### src/rtl/cgm_pkg.sv
package cgm_pkg;

  typedef enum logic [1:0] {
    CGM_ENGAGED = 2'd0,
    CGM_BYP     = 2'd1,
    CGM_BYP_LP  = 2'd2,
    CGM_HALT    = 2'd3
  } cgm_mode_e;

  typedef struct packed {
    cgm_mode_e mode;
    logic      fll_en;
    logic      ext_en;
    logic      src_ext;
  } cgm_ctl_t;

  localparam logic [1:0] SEL_EXT_BYPASS = 2'b10;

  // FLL input window scaled by 16: 31250*16 and 39062.5*16
  localparam logic [63:0] WIN_LO_X16 = 64'd500000;
  localparam logic [63:0] WIN_HI_X16 = 64'd625000;

  localparam cgm_ctl_t CTL_RESET = '{mode: CGM_ENGAGED, fll_en: 1'b1,
                                     ext_en: 1'b0, src_ext: 1'b0};

endpackage

### src/rtl/cgm_mode_decode.sv
module cgm_mode_decode
  import cgm_pkg::*;
(
  input  logic [1:0] src_sel,
  input  logic       ref_int,
  input  logic       low_pwr,
  input  logic       dbg_active,
  input  logic       stop_req,
  output cgm_ctl_t   ctl
);

  logic bypass_req;
  logic lp_allowed;

  always_comb begin
    bypass_req = (src_sel == SEL_EXT_BYPASS) && !ref_int;
    lp_allowed = low_pwr && !dbg_active;

    ctl = CTL_RESET;
    if (stop_req) begin
      ctl.mode    = CGM_HALT;
      ctl.fll_en  = 1'b0;
      ctl.ext_en  = 1'b0;
      ctl.src_ext = 1'b0;
    end else if (bypass_req && lp_allowed) begin
      ctl.mode    = CGM_BYP_LP;
      ctl.fll_en  = 1'b0;
      ctl.ext_en  = 1'b1;
      ctl.src_ext = 1'b1;
    end else if (bypass_req) begin
      ctl.mode    = CGM_BYP;
      ctl.fll_en  = 1'b1;
      ctl.ext_en  = 1'b1;
      ctl.src_ext = 1'b1;
    end else begin
      ctl.mode    = CGM_ENGAGED;
      ctl.fll_en  = 1'b1;
      ctl.ext_en  = !ref_int;
      ctl.src_ext = 1'b0;
    end
  end

endmodule

### src/rtl/cgm_ref_window.sv
module cgm_ref_window #(
  parameter int unsigned EXT_REF_HZ  = 32768,
  parameter int unsigned DIV_W       = 3,
  parameter int unsigned RANGE_SHIFT = 5
) (
  input  logic [DIV_W-1:0] ref_div,
  input  logic             ref_range,
  output logic             in_window
);

  localparam logic [63:0] BASE_X16 = 64'(EXT_REF_HZ) * 64'd16;

  logic [31:0] shift;
  logic [63:0] scaled;

  always_comb begin
    shift     = 32'(ref_div) + (ref_range ? 32'(RANGE_SHIFT) : 32'd0);
    scaled    = BASE_X16 >> shift;
    in_window = (scaled >= cgm_pkg::WIN_LO_X16) && (scaled <= cgm_pkg::WIN_HI_X16);
  end

endmodule

### src/rtl/cgm_lock_qual.sv
module cgm_lock_qual #(
  parameter int unsigned ACQ_CYCLES = 16
) (
  input  logic clk,
  input  logic rst_n,
  input  logic fll_en_nx,
  input  logic lock_in,
  output logic lock_valid
);

  localparam int unsigned CNT_W = (ACQ_CYCLES > 2) ? $clog2(ACQ_CYCLES) : 1;
  localparam logic [CNT_W-1:0] CNT_TOP = CNT_W'(ACQ_CYCLES - 1);

  logic             count_en;
  logic [CNT_W-1:0] cnt_q, cnt_d;
  logic             valid_q, valid_d;

  always_comb begin
    count_en = fll_en_nx && lock_in;
    if (!count_en)
      cnt_d = '0;
    else if (cnt_q == CNT_TOP)
      cnt_d = cnt_q;
    else
      cnt_d = cnt_q + 1'b1;
    valid_d = count_en && (valid_q || (cnt_q == CNT_TOP));
  end

  always_ff @(posedge clk or negedge rst_n) begin
    if (!rst_n) begin
      cnt_q   <= '0;
      valid_q <= 1'b0;
    end else begin
      cnt_q   <= cnt_d;
      valid_q <= valid_d;
    end
  end

  assign lock_valid = valid_q;

  AST_LOCK_DROP: assert property (@(posedge clk) disable iff (!rst_n)
    !lock_in |=> !lock_valid);

  AST_NO_LOCK_WHEN_OFF: assert property (@(posedge clk) disable iff (!rst_n)
    !fll_en_nx |=> !lock_valid);

endmodule

### src/rtl/clkgen_mode_ctl.sv
module clkgen_mode_ctl
  import cgm_pkg::*;
#(
  parameter int unsigned EXT_REF_HZ  = 32768,
  parameter int unsigned DIV_W       = 3,
  parameter int unsigned RANGE_SHIFT = 5,
  parameter int unsigned ACQ_CYCLES  = 16
) (
  input  logic             clk,
  input  logic             rst_n,
  input  logic [1:0]       src_sel,
  input  logic             ref_int,
  input  logic             low_pwr,
  input  logic [DIV_W-1:0] ref_div,
  input  logic             ref_range,
  input  logic             dbg_active,
  input  logic             stop_req,
  input  logic             lock_in,
  output logic [1:0]       mode,
  output logic             fll_en,
  output logic             ext_ref_en,
  output logic             out_sel_ext,
  output logic             lock_valid,
  output logic             cfg_err
);

  // reset: asserted asynchronously, released on a clock edge
  logic [1:0] rst_pipe_q;
  logic       rst_n_s;

  always_ff @(posedge clk or negedge rst_n) begin
    if (!rst_n) rst_pipe_q <= 2'b00;
    else        rst_pipe_q <= {rst_pipe_q[0], 1'b1};
  end
  assign rst_n_s = rst_pipe_q[1];

  cgm_ctl_t ctl_d, ctl_q;
  logic     in_window;
  logic     cfg_err_d, cfg_err_q;
  logic     upd_en;

  cgm_mode_decode u_decode (
    .src_sel    (src_sel),
    .ref_int    (ref_int),
    .low_pwr    (low_pwr),
    .dbg_active (dbg_active),
    .stop_req   (stop_req),
    .ctl        (ctl_d)
  );

  cgm_ref_window #(
    .EXT_REF_HZ  (EXT_REF_HZ),
    .DIV_W       (DIV_W),
    .RANGE_SHIFT (RANGE_SHIFT)
  ) u_window (
    .ref_div   (ref_div),
    .ref_range (ref_range),
    .in_window (in_window)
  );

  cgm_lock_qual #(
    .ACQ_CYCLES (ACQ_CYCLES)
  ) u_lock (
    .clk        (clk),
    .rst_n      (rst_n_s),
    .fll_en_nx  (ctl_d.fll_en),
    .lock_in    (lock_in),
    .lock_valid (lock_valid)
  );

  always_comb begin
    cfg_err_d = ctl_d.fll_en && ctl_d.ext_en && !in_window;
    upd_en    = (ctl_d != ctl_q) || (cfg_err_d != cfg_err_q);
  end

  always_ff @(posedge clk or negedge rst_n_s) begin
    if (!rst_n_s) begin
      ctl_q     <= CTL_RESET;
      cfg_err_q <= 1'b0;
    end else if (upd_en) begin
      ctl_q     <= ctl_d;
      cfg_err_q <= cfg_err_d;
    end
  end

  assign mode        = ctl_q.mode;
  assign fll_en      = ctl_q.fll_en;
  assign ext_ref_en  = ctl_q.ext_en;
  assign out_sel_ext = ctl_q.src_ext;
  assign cfg_err     = cfg_err_q;

  AST_STOP_WINS: assert property (@(posedge clk) disable iff (!rst_n_s)
    stop_req |=> (mode == 2'd3) && !fll_en && !ext_ref_en && !out_sel_ext);

  AST_BYP_PATH: assert property (@(posedge clk) disable iff (!rst_n_s)
    (mode == 2'd1) |-> fll_en && ext_ref_en && out_sel_ext);

  AST_LP_FLL_OFF: assert property (@(posedge clk) disable iff (!rst_n_s)
    (mode == 2'd2) |-> !fll_en && ext_ref_en && out_sel_ext);

  AST_DBG_KEEPS_FLL: assert property (@(posedge clk) disable iff (!rst_n_s)
    (!stop_req && src_sel == 2'b10 && !ref_int && dbg_active) |=> (mode == 2'd1) && fll_en);

  AST_CFG_NEEDS_FLL: assert property (@(posedge clk) disable iff (!rst_n_s)
    cfg_err |-> fll_en && ext_ref_en);

  AST_HALT_NO_LOCK: assert property (@(posedge clk) disable iff (!rst_n_s)
    (mode == 2'd3) |-> !lock_valid);

endmodule

### config.mk
export PLATFORM = sky130hd
export DESIGN_NAME = clkgen_mode_ctl
export DESIGN_NICKNAME = d
export VERILOG_FILES = /design/src/rtl/cgm_pkg.sv /design/src/rtl/cgm_mode_decode.sv /design/src/rtl/cgm_ref_window.sv /design/src/rtl/cgm_lock_qual.sv /design/src/rtl/clkgen_mode_ctl.sv
export SDC_FILE = /design/constraint.sdc
export NUM_CORES = 1
export LEC_CHECK = 0
export BUFFER_PORTS_ARGS = -buffer_cell sky130_fd_sc_hd__buf_2
export CORE_AREA = 4 4 41 43
export CTS_BUF_LIST = sky130_fd_sc_hd__clkbuf_2
export DETAILED_ROUTE_END_ITERATION = 8
export DIE_AREA = 0 0 45 47
export PLACE_DENSITY = 0.7
export SYNTH_ARGS = -nofsm -noshare
export SYNTH_HDL_FRONTEND = slang
export SYNTH_SLANG_ARGS = --single-unit
### constraint.sdc
create_clock -name clk -period 1 [get_ports clk]
set_clock_uncertainty 0.2 [all_clocks]
set_input_delay 0.1 -clock clk [delete_from_list [all_inputs] [get_ports clk]]
set_output_delay 0.1 -clock clk [all_outputs]
set_load 0.02 [all_outputs]
==> results of run 1 <==
layer usage:
layer  part of all wire  up-vias
li1                   -      241
met1               0.45      232
met2               0.50       15
met3              0.053        0
met4                  0        0
met5                  0        -
power by group through the flow:
stage,logic (mW),clock network (mW),registers [mW]
after global routing,0.234,0.307,0.563
after floorplan,0.0635,0,0.591
after CTS,0.206,0.273,0.561
after detailed placement,0.167,0,0.568
after global placement,0.160,0,0.567
final,0.212,0.270,0.561
worst paths after layout:
path / startpoint / endpoint / slack (ps) / depth (start not counted)
max: u_lock.cnt_q[1] / u_lock.cnt_q[1] / -240 / 4
min: ref_int / cfg_err / -130 / 3
max reg2reg: u_lock.cnt_q[1] / u_lock.cnt_q[1] / -240 / 4
min reg2reg: rst_pipe_q[1] / out_sel_ext / -20 / 1
max in group asynchronous: rst_n / rst_pipe_q[0] / 30 / 3
min in group asynchronous: rst_pipe_q[1] / out_sel_ext / -20 / 1
worst max-delay path, delay by kind of cell, from the launching register on:
| family | cells | cell delay (ps) |
|---|---|---|
| flops | 1 | 430 |
| fa+ha+maj | 1 | 190 |
| mux | 1 | 180 |
| simple gates | 2 | 130 |
sequential cells by signal (all words and copies together) (netlist names):
signal,cells
rst_pipe_q,2
fll_en,1
u_lock.cnt_q,4
cfg_err,1
ext_ref_en,1
u_lock.lock_valid,1
mode,2
out_sel_ext,1
cell type report:
cell class / count / area share
clock buffer: 3 / 0.0156
clock inverter: 1 / 0.00520
sequential: 13 / 0.339
tap: 15 / 0.0195
timing repair buffer: 35 / 0.296
multi-input combinational: 32 / 0.312
inverter: 3 / 0.0117
per-stage QoR:
step / instance area [um^2] / cells / setup slack, ps
2_1_floorplan: 633 / 48 / -207
6_report: 962 / 102 / -238
3_5_place_dp: 815 / 91 / -427
3_3_place_gp: 815 / 91 / -315
4_1_cts: 947 / 100 / -233
5_1_grt: 962 / 102 / -296
layout by cell type (no fill, tap or decap), drive strengths merged, types with 2 or more instances in the layout:
cell type,synthesis,layout
buf,0,31
dfrtp,12,12
nor2,7,7
dlygate4sd3,0,4
ha,4,4
inv,3,3
nor3,3,3
clkbuf,0,3
a21o,2,2
nand3,2,2
cells in the mapped netlist, types with 2 or more instances:
cell type	n	share of area
inv_1	3	0.020
nand3_1	2	0.017
nor3_1	3	0.026
nor2_1	7	0.046
ha_1	4	0.087
dfrtp_1	12	0.52
a21o_1	2	0.026
what timing repair did:
action / CTS / global route
hold endpoints to repair: 14 / 11
pin swaps: 5 / 5
endpoints found under the setup margin: 13 / 14
buffers inserted: 1 / 2
resized for setup: 19 / 0
hold buffers: 4 / 1
cells by family (layout without fill, tap and decap cells):
family                   count (synthesis)  after routing  synth area share
other                                    1              1           0.00653
AND/OR/NAND/NOR                         17             17             0.153
flip-flops                              13             13             0.569
AO/OA/AOI/OAI                            8              8             0.133
XOR/XNOR                                 1              1            0.0153
adder cells (fa/ha/maj)                  4              4            0.0871
buffers and inverters                    3             42            0.0196
multiplexers                             1              1            0.0174
==> results.cfg, run 1 <==
[power_and_ir_drop]
p_clk_frac = 0.259
p_leak_nw = 0.471
p_int_uw = 758
p_switching_uw = 285
power_density_nw_per_um2 = 1080
ir_drop_mv = 0.682
p_comb_frac = 0.203
seq_power_share = 0.538
switching_share = 0.273
p_total_mw = 1.04

[synthesis]
syn-cell-area_um2 = 574
synth-main-ff-cell = dfrtp_1
syn_inst = 48
ys_seq_area_frac = 0.569
syn_avg_cell_area_um2 = 12.0
synth-edff-count = 0
yosysWarnings = 0
synth-seq-cells = 13
ys_types = 22
synthArstFlopShare = 1.00
synthesis.nets = 65

[clock_tree]
cts.sink_count = 13
cts_max_level = 1
clk_path_buf_depth = 2
cts_tree = done
cts_root_buf = clkbuf_2
clkTransAtPathRegs_ps = 140
clk_latency_ps = 270
cts_made_buffers = 3

[sta]
holdWs_ps = -129
rsz0062_at_grt = yes
post-route-period-util = 1.24
max_freq_mhz = 807
fin_ws_ps = -238
drv_slew = 0
finalHoldViolCount = 19
final.setup.tns_ps = -1850
setup_viol = 13
period_needed_ps = 1240

[finish]
final_core_util = 0.739
drive_gt1_frac = 0.529
n_antenna_cell = 0
multiInputGateArea_um2 = 300
nFillCells = 91
register_area_um2 = 327
nNetsFinal = 105
syn_to_final_growth_pct = 67.5

[global_routing]
overflow = 0
met3_usage = 0.0345
grtUsageMet1 = 0.184
grt_pass1_vias = 511
grt_pass1_wl_mm = 2.19
antenna_found_initial = 0
use_met2 = 0.254
grtUsageTotal = 0.144
top_usage_layer = met2
grt_max_degree = 11

[die]
placement_rows = 13
io_pins = 20
die_y_um = 47
die_x_um = 45
die-area_um2 = 2120
initial_core_util = 0.441
coreArea_um2 = 1300

[worst_hold_path]
min_path_type = in2reg

[worst_setup_path]
critPathLaunchType = register
cp_max_fo = 4
crit_required_ps = 960
crit_arrival_ps = 1200
path_cells = ha_4 -> nand3_4 -> mux2i_1 -> nor2_1
end_kind = register
crit_slowest_cell = dfrtp_1
slowest_delay_ps = 430
crit_type = reg2reg

[outcome]
violations = hold timing, setup timing
status = complete, but fails checks

[placement]
gp_congestion = 0.672
dpl.hpwl_um = 948
numPortBuffers = 19

[detailed_routing]
ant_nets = 0
via_count = 488
drt_wl_total_mm = 1.27
via_per_inst = 4.78
drt_iter0_drc = 6
drc = 0
first_pass_iters = 4
wl_per_cell_um = 12.5

[job]
drv_cap = 0
Power figures use the tool's default switching activity.
==> inputs of run 2 (changes only) <==
SKIP_CTS_REPAIR_TIMING = 1   (was not set)
==> run 2 against run 1 <==
  * The flow still finishes with violations (hold timing, setup timing)
  * Die area unchanged
  * Cell area shrank 0.65%
  * Count of clock-buffer cells in the layout stayed put
  * First-iteration DRC count down 50%
  * Final cell count decreased by 2.0%
  * Global-route usage decreased by 1.9 points
  * Fmax is 0.63% lower
  * Sequential share of layout area grew 0.22 points
  * Core utilization shrank 0.48 points
  * Non-clock buffer count is 2 lower
==> results.cfg, run 2 (synthesized netlist as in run 1, its figures left out) <==
[outcome]
status = complete, but fails checks
violations = hold timing, setup timing

[global_routing]
grt_pass1_wl_mm = 1.92
use_met2 = 0.220
met3_usage = 0.0345
grt_max_degree = 11
grt_pass1_vias = 474
overflow = 0
grtUsageMet1 = 0.156
antenna_found_initial = 0
grtUsageTotal = 0.125
top_usage_layer = met2

[finish]
largest_register_ffs = 4
regMostFlops = u_lock.cnt_q
final_area_um2 = 956
nFillCells = 89
drive_gt1_frac = 0.529
n_antenna_cell = 0
final_common_cell = dfrtp_1
nNetsFinal = 103
layout_common_cells = 12 x dfrtp_1, 10 x buf_2, 9 x buf_6, 9 x buf_4, 7 x nor2_1
syn_to_final_growth_pct = 66.4
fin_cells = 100
final_core_util = 0.735

[power_and_ir_drop]
seq_power_share = 0.540
p_leak_nw = 0.462
power_density_nw_per_um2 = 1090
p_switching_uw = 279
ir_drop_mv = 0.689
switching_share = 0.268
p_int_uw = 760
p_comb_frac = 0.205
p_clk_frac = 0.254

[placement]
dpl.hpwl_um = 948
numPortBuffers = 19
place_inst = 91
gp_congestion = 0.672
placed_area_um2 = 815

[clock_tree]
cts_root_buf = clkbuf_2
clk_path_buf_depth = 2
cts.sink_count = 13
cts_made_buffers = 3
clk_latency_ps = 260
cts_max_level = 1
clkTransAtPathRegs_ps = 140
cts_tree = done

[detailed_routing]
first_pass_iters = 4
wl_per_cell_um = 12.5
via_per_inst = 4.82
drc = 0
ant_nets = 0
drt_wl_total_mm = 1.25
drt_iter0_drc = 3
via_count = 482

[worst_setup_path]
timing.rr.start = u_lock.cnt_q[0]
r2r_cells = 5
slowest_delay_ps = 440
path_cells = buf_4 -> buf_6 -> nand3_1 -> nor3b_2 -> nor3_1
crit_type = reg2reg
end_kind = register
crit_required_ps = 990
crit_slowest_cell = dfrtp_1
critPathLaunchType = register
crit_arrival_ps = 1240
rrSetupSlack_ps = -250
r2r_end = u_lock.cnt_q[3]
cp_max_fo = 3

[die]
placement_rows = 13
coreArea_um2 = 1300
die_y_um = 47
die_x_um = 45
initial_core_util = 0.441
die-area_um2 = 2120
io_pins = 20

[job]
drv_cap = 0

[worst_hold_path]
min_to = fll_en
hp-start = stop_req
whs_path_depth = 3
min_path_type = in2reg

[sta]
setup_viol = 13
drv_slew = 0
rsz0062_at_grt = yes
finalHoldViolCount = 19
post-route-period-util = 1.25
max_freq_mhz = 802
holdWs_ps = -121
period_needed_ps = 1250
fin_ws_ps = -246
## run 2: cell count changes in the layout (fill, tap and decap cells not counted), sizes merged
cell / delta
buf: -2
## run 2: worst max-delay path by stage
stage | slack, ps | to | cells past startpoint | start
5_1_grt | -300 | u_lock.cnt_q[1] | 4 | u_lock.cnt_q[0]
3_5_place_dp | -430 | cfg_err | 6 | ref_range
4_1_cts | -260 | fll_en | 1 | fll_en
2_1_floorplan | -210 | u_lock.cnt_q[1] | 4 | u_lock.cnt_q[0]
3_3_place_gp | -320 | cfg_err | 6 | ref_range
6_report | -250 | u_lock.cnt_q[3] | 5 | u_lock.cnt_q[0]
## run 2: layout make-up
cell class | instances | area [um^2] | area share
Timing Repair Buffer | 33 | 274 | 0.287
Tap cell | 15 | 18.8 | 0.0196
Clock buffer | 3 | 15.0 | 0.0157
Clock inverter | 1 | 5.00 | 0.00524
Multi-Input combinational cell | 32 | 305 | 0.319
Sequential cell | 13 | 327 | 0.342
Inverter | 3 | 11.3 | 0.0118
## run 2: routing by layer
| metal | vias up | part of all wire |
|---|---|---|
| met5 | - | 0 |
| met4 | 0 | 0.0048 |
| met3 | 2 | 0.054 |
| met2 | 19 | 0.53 |
| met1 | 224 | 0.41 |
| li1 | 237 | - |
## run 2: through the flow
step	total power [mW]	setup WS [ps]	TNS, ps	hold WS, ps
finish	1.04	-246	-1920	-121
floorplan	0.654	-207	-792	-396
detailed placement	0.735	-427	-1940	-312
CTS	0.998	-264	-2070	-616
global route	1.11	-298	-2550	-141
global placement	0.727	-315	-1810	-315
## run 2: critical path: cells and delay by family, from the launching register on
kind	cells	cell delay [ps]
flip-flops	1	440
AND/OR/NAND/NOR	3	280
buffers and inverters	2	260
## run 2: power groups by stage
stage	registers [mW]	clock network [mW]	logic, mW
global route	0.563	0.309	0.234
finish	0.561	0.264	0.213
floorplan	0.591	0	0.0635
detailed placement	0.568	0	0.167
CTS	0.558	0.273	0.168
global placement	0.567	0	0.160
==> inputs of run 3 (changes only) <==
ABC_AREA = 0   (was not set)
BUFFER_PORTS_ARGS = -buffer_cell sky130_fd_sc_hd__buf_4   (was -buffer_cell sky130_fd_sc_hd__buf_2)
==> run 3 against run 2 <==
  * Non-clock buffer count unchanged
  * Fmax up 0.46%
  * Final cell count unchanged
  * Via count rose by 0.21%
  * Clock power up 7%
  * Count of clock-buffer cells in the layout rose by 1
  * The flow still finishes with violations (hold timing, setup timing)
  * Combinational power increased by 2%
  * Sequential share of layout area shrank 0.66 points
  * Global-route usage increased by 2.5 points
  * Sequential power about the same
  * Register-to-register slack about the same
  * Critical path depth is 1 lower
==> results.cfg, run 3 (synthesized netlist as in run 1, its figures left out) <==
[outcome]
status = complete, but fails checks
violations = hold timing, setup timing

[clock_tree]
cts_made_buffers = 3
clk_latency_ps = 280
cts_root_buf = clkbuf_2
clk_path_buf_depth = 2
clkTransAtPathRegs_ps = 120
cts_tree = done
cts_max_level = 1
cts.sink_count = 13

[worst_setup_path]
end_kind = register
crit_required_ps = 1010
crit_type = reg2reg
crit_arrival_ps = 1250
crit_slowest_cell = dfrtp_1
critPathLaunchType = register
path_cells = ha_4 -> nand3_4 -> buf_4 -> a21oi_1
rrSetupSlack_ps = -240
r2r_end = u_lock.lock_valid
r2r_cells = 4
cp-startpoint = u_lock.cnt_q[1]
critPathBufInv = 1
timing.rr.start = u_lock.cnt_q[1]
cp_max_fo = 4
slowest_delay_ps = 420
crit_family = flip-flops

[detailed_routing]
wl_per_cell_um = 12.6
drt_wl_total_mm = 1.26
drc = 0
via_count = 483
ant_nets = 0
first_pass_iters = 4
via_per_inst = 4.83
drt_iter0_drc = 3

[global_routing]
antenna_found_initial = 0
overflow = 0
grtUsageTotal = 0.150
grt_max_degree = 11
grt_pass1_wl_mm = 2.15
grt_pass1_vias = 525

[placement]
gp_congestion = 0.670
placed_area_um2 = 862
dpl_worst_slack_ps = -363
numPortBuffers = 19
dpl.hpwl_mm = 1.01

[finish]
multiInputGateArea_um2 = 300
final_area_um2 = 975
layout_common_cells = 19 x buf_4, 12 x dfrtp_1, 8 x buf_6
nFillCells = 92
drive_gt1_frac = 0.506
regMostFlops = u_lock.cnt_q
nNetsFinal = 103
largest_register_ffs = 4
n_antenna_cell = 0
syn_to_final_growth_pct = 69.7
register_area_um2 = 327
final_common_cell = buf_4

[die]
placement_rows = 13
initial_core_util = 0.441
io_pins = 20
coreArea_um2 = 1300
die-area_um2 = 2120
die_x_um = 45
die_y_um = 47

[sta]
max_freq_mhz = 806
drv_slew = 0
fin_ws_ps = -241
holdWs_ps = -143
final.setup.tns_ps = -2110
setup_viol = 16
period_needed_ps = 1240
post-route-period-util = 1.24
rsz0062_at_grt = yes
finalHoldViolCount = 9

[power_and_ir_drop]
p_clk_frac = 0.266
ir_drop_mv = 0.695
p_leak_nw = 0.467
p_switching_uw = 277
p_comb_frac = 0.205
seq_power_share = 0.529
p_int_uw = 782
switching_share = 0.262
power_density_nw_per_um2 = 1090

[worst_hold_path]
hp-start = stop_req
min_path_type = in2reg
min_to = fll_en
whs_path_depth = 3

[job]
drv_cap = 0
==> run 3: cell count changes in the layout (fill, tap and decap cells not counted) <==
cell           previous run  this run
buf_2                    10         0
buf_4                     9        19
buf_6                     9         8
clkbuf_2                  3         4
clkinv_2                  1         0
dlygate4sd3_1             4         5
nor3_1                    2         3
nor3_2                    1         0
==> run 3: cell type report <==
class / count / share of cell area
well taps: 15 / 0.0193
repair buffers: 33 / 0.306
flip-flops and latches: 13 / 0.335
inverters: 3 / 0.0116
multi-input cells: 32 / 0.308
clock buffers: 4 / 0.0205
==> run 3: stage by stage <==
| step | utilization | power [mW] | cells |
|---|---|---|---|
| floorplan | - | 0.654 | 48 |
| global placement | 0.663 | 0.750 | 91 |
| detailed placement | 0.663 | 0.757 | 91 |
| CTS | 0.678 | 1.05 | 95 |
| global route | 0.749 | 1.12 | 100 |
| finish | 0.749 | 1.06 | 100 |
==> run 3: tightest hold or removal path: cells and delay by family <==
family | cells | cell delay, ps
compound gates | 1 | 120
buf+inv | 2 | 130
==> run 3: worst max path at each step <==
stage          slack (ps)  cells after the start                 to
2_1_floorplan        -210                      4    u_lock.cnt_q[1]
3_3_place_gp         -310                      6            cfg_err
3_5_place_dp         -360                      6            cfg_err
4_1_cts              -270                      1             fll_en
5_1_grt              -300                      4    u_lock.cnt_q[1]
6_report             -240                      4  u_lock.lock_valid
==> run 3: routing by layer <==
layer | global-route usage | up-vias | part of all wire
met2 | 0.271 | 19 | 0.51
li1 | - | 238 | -
met3 | 0.0575 | 4 | 0.078
met5 | 0 | - | 0
met4 | 0.0702 | 0 | 0.011
met1 | 0.151 | 222 | 0.40
==> run 3: power by group through the flow <==
stage,clock network [mW],logic [mW],registers [mW]
2_1_floorplan,0,0.0635,0.591
3_3_place_gp,0,0.182,0.568
3_5_place_dp,0,0.189,0.568
4_1_cts,0.299,0.190,0.558
5_1_grt,0.321,0.240,0.563
6_report,0.282,0.217,0.560
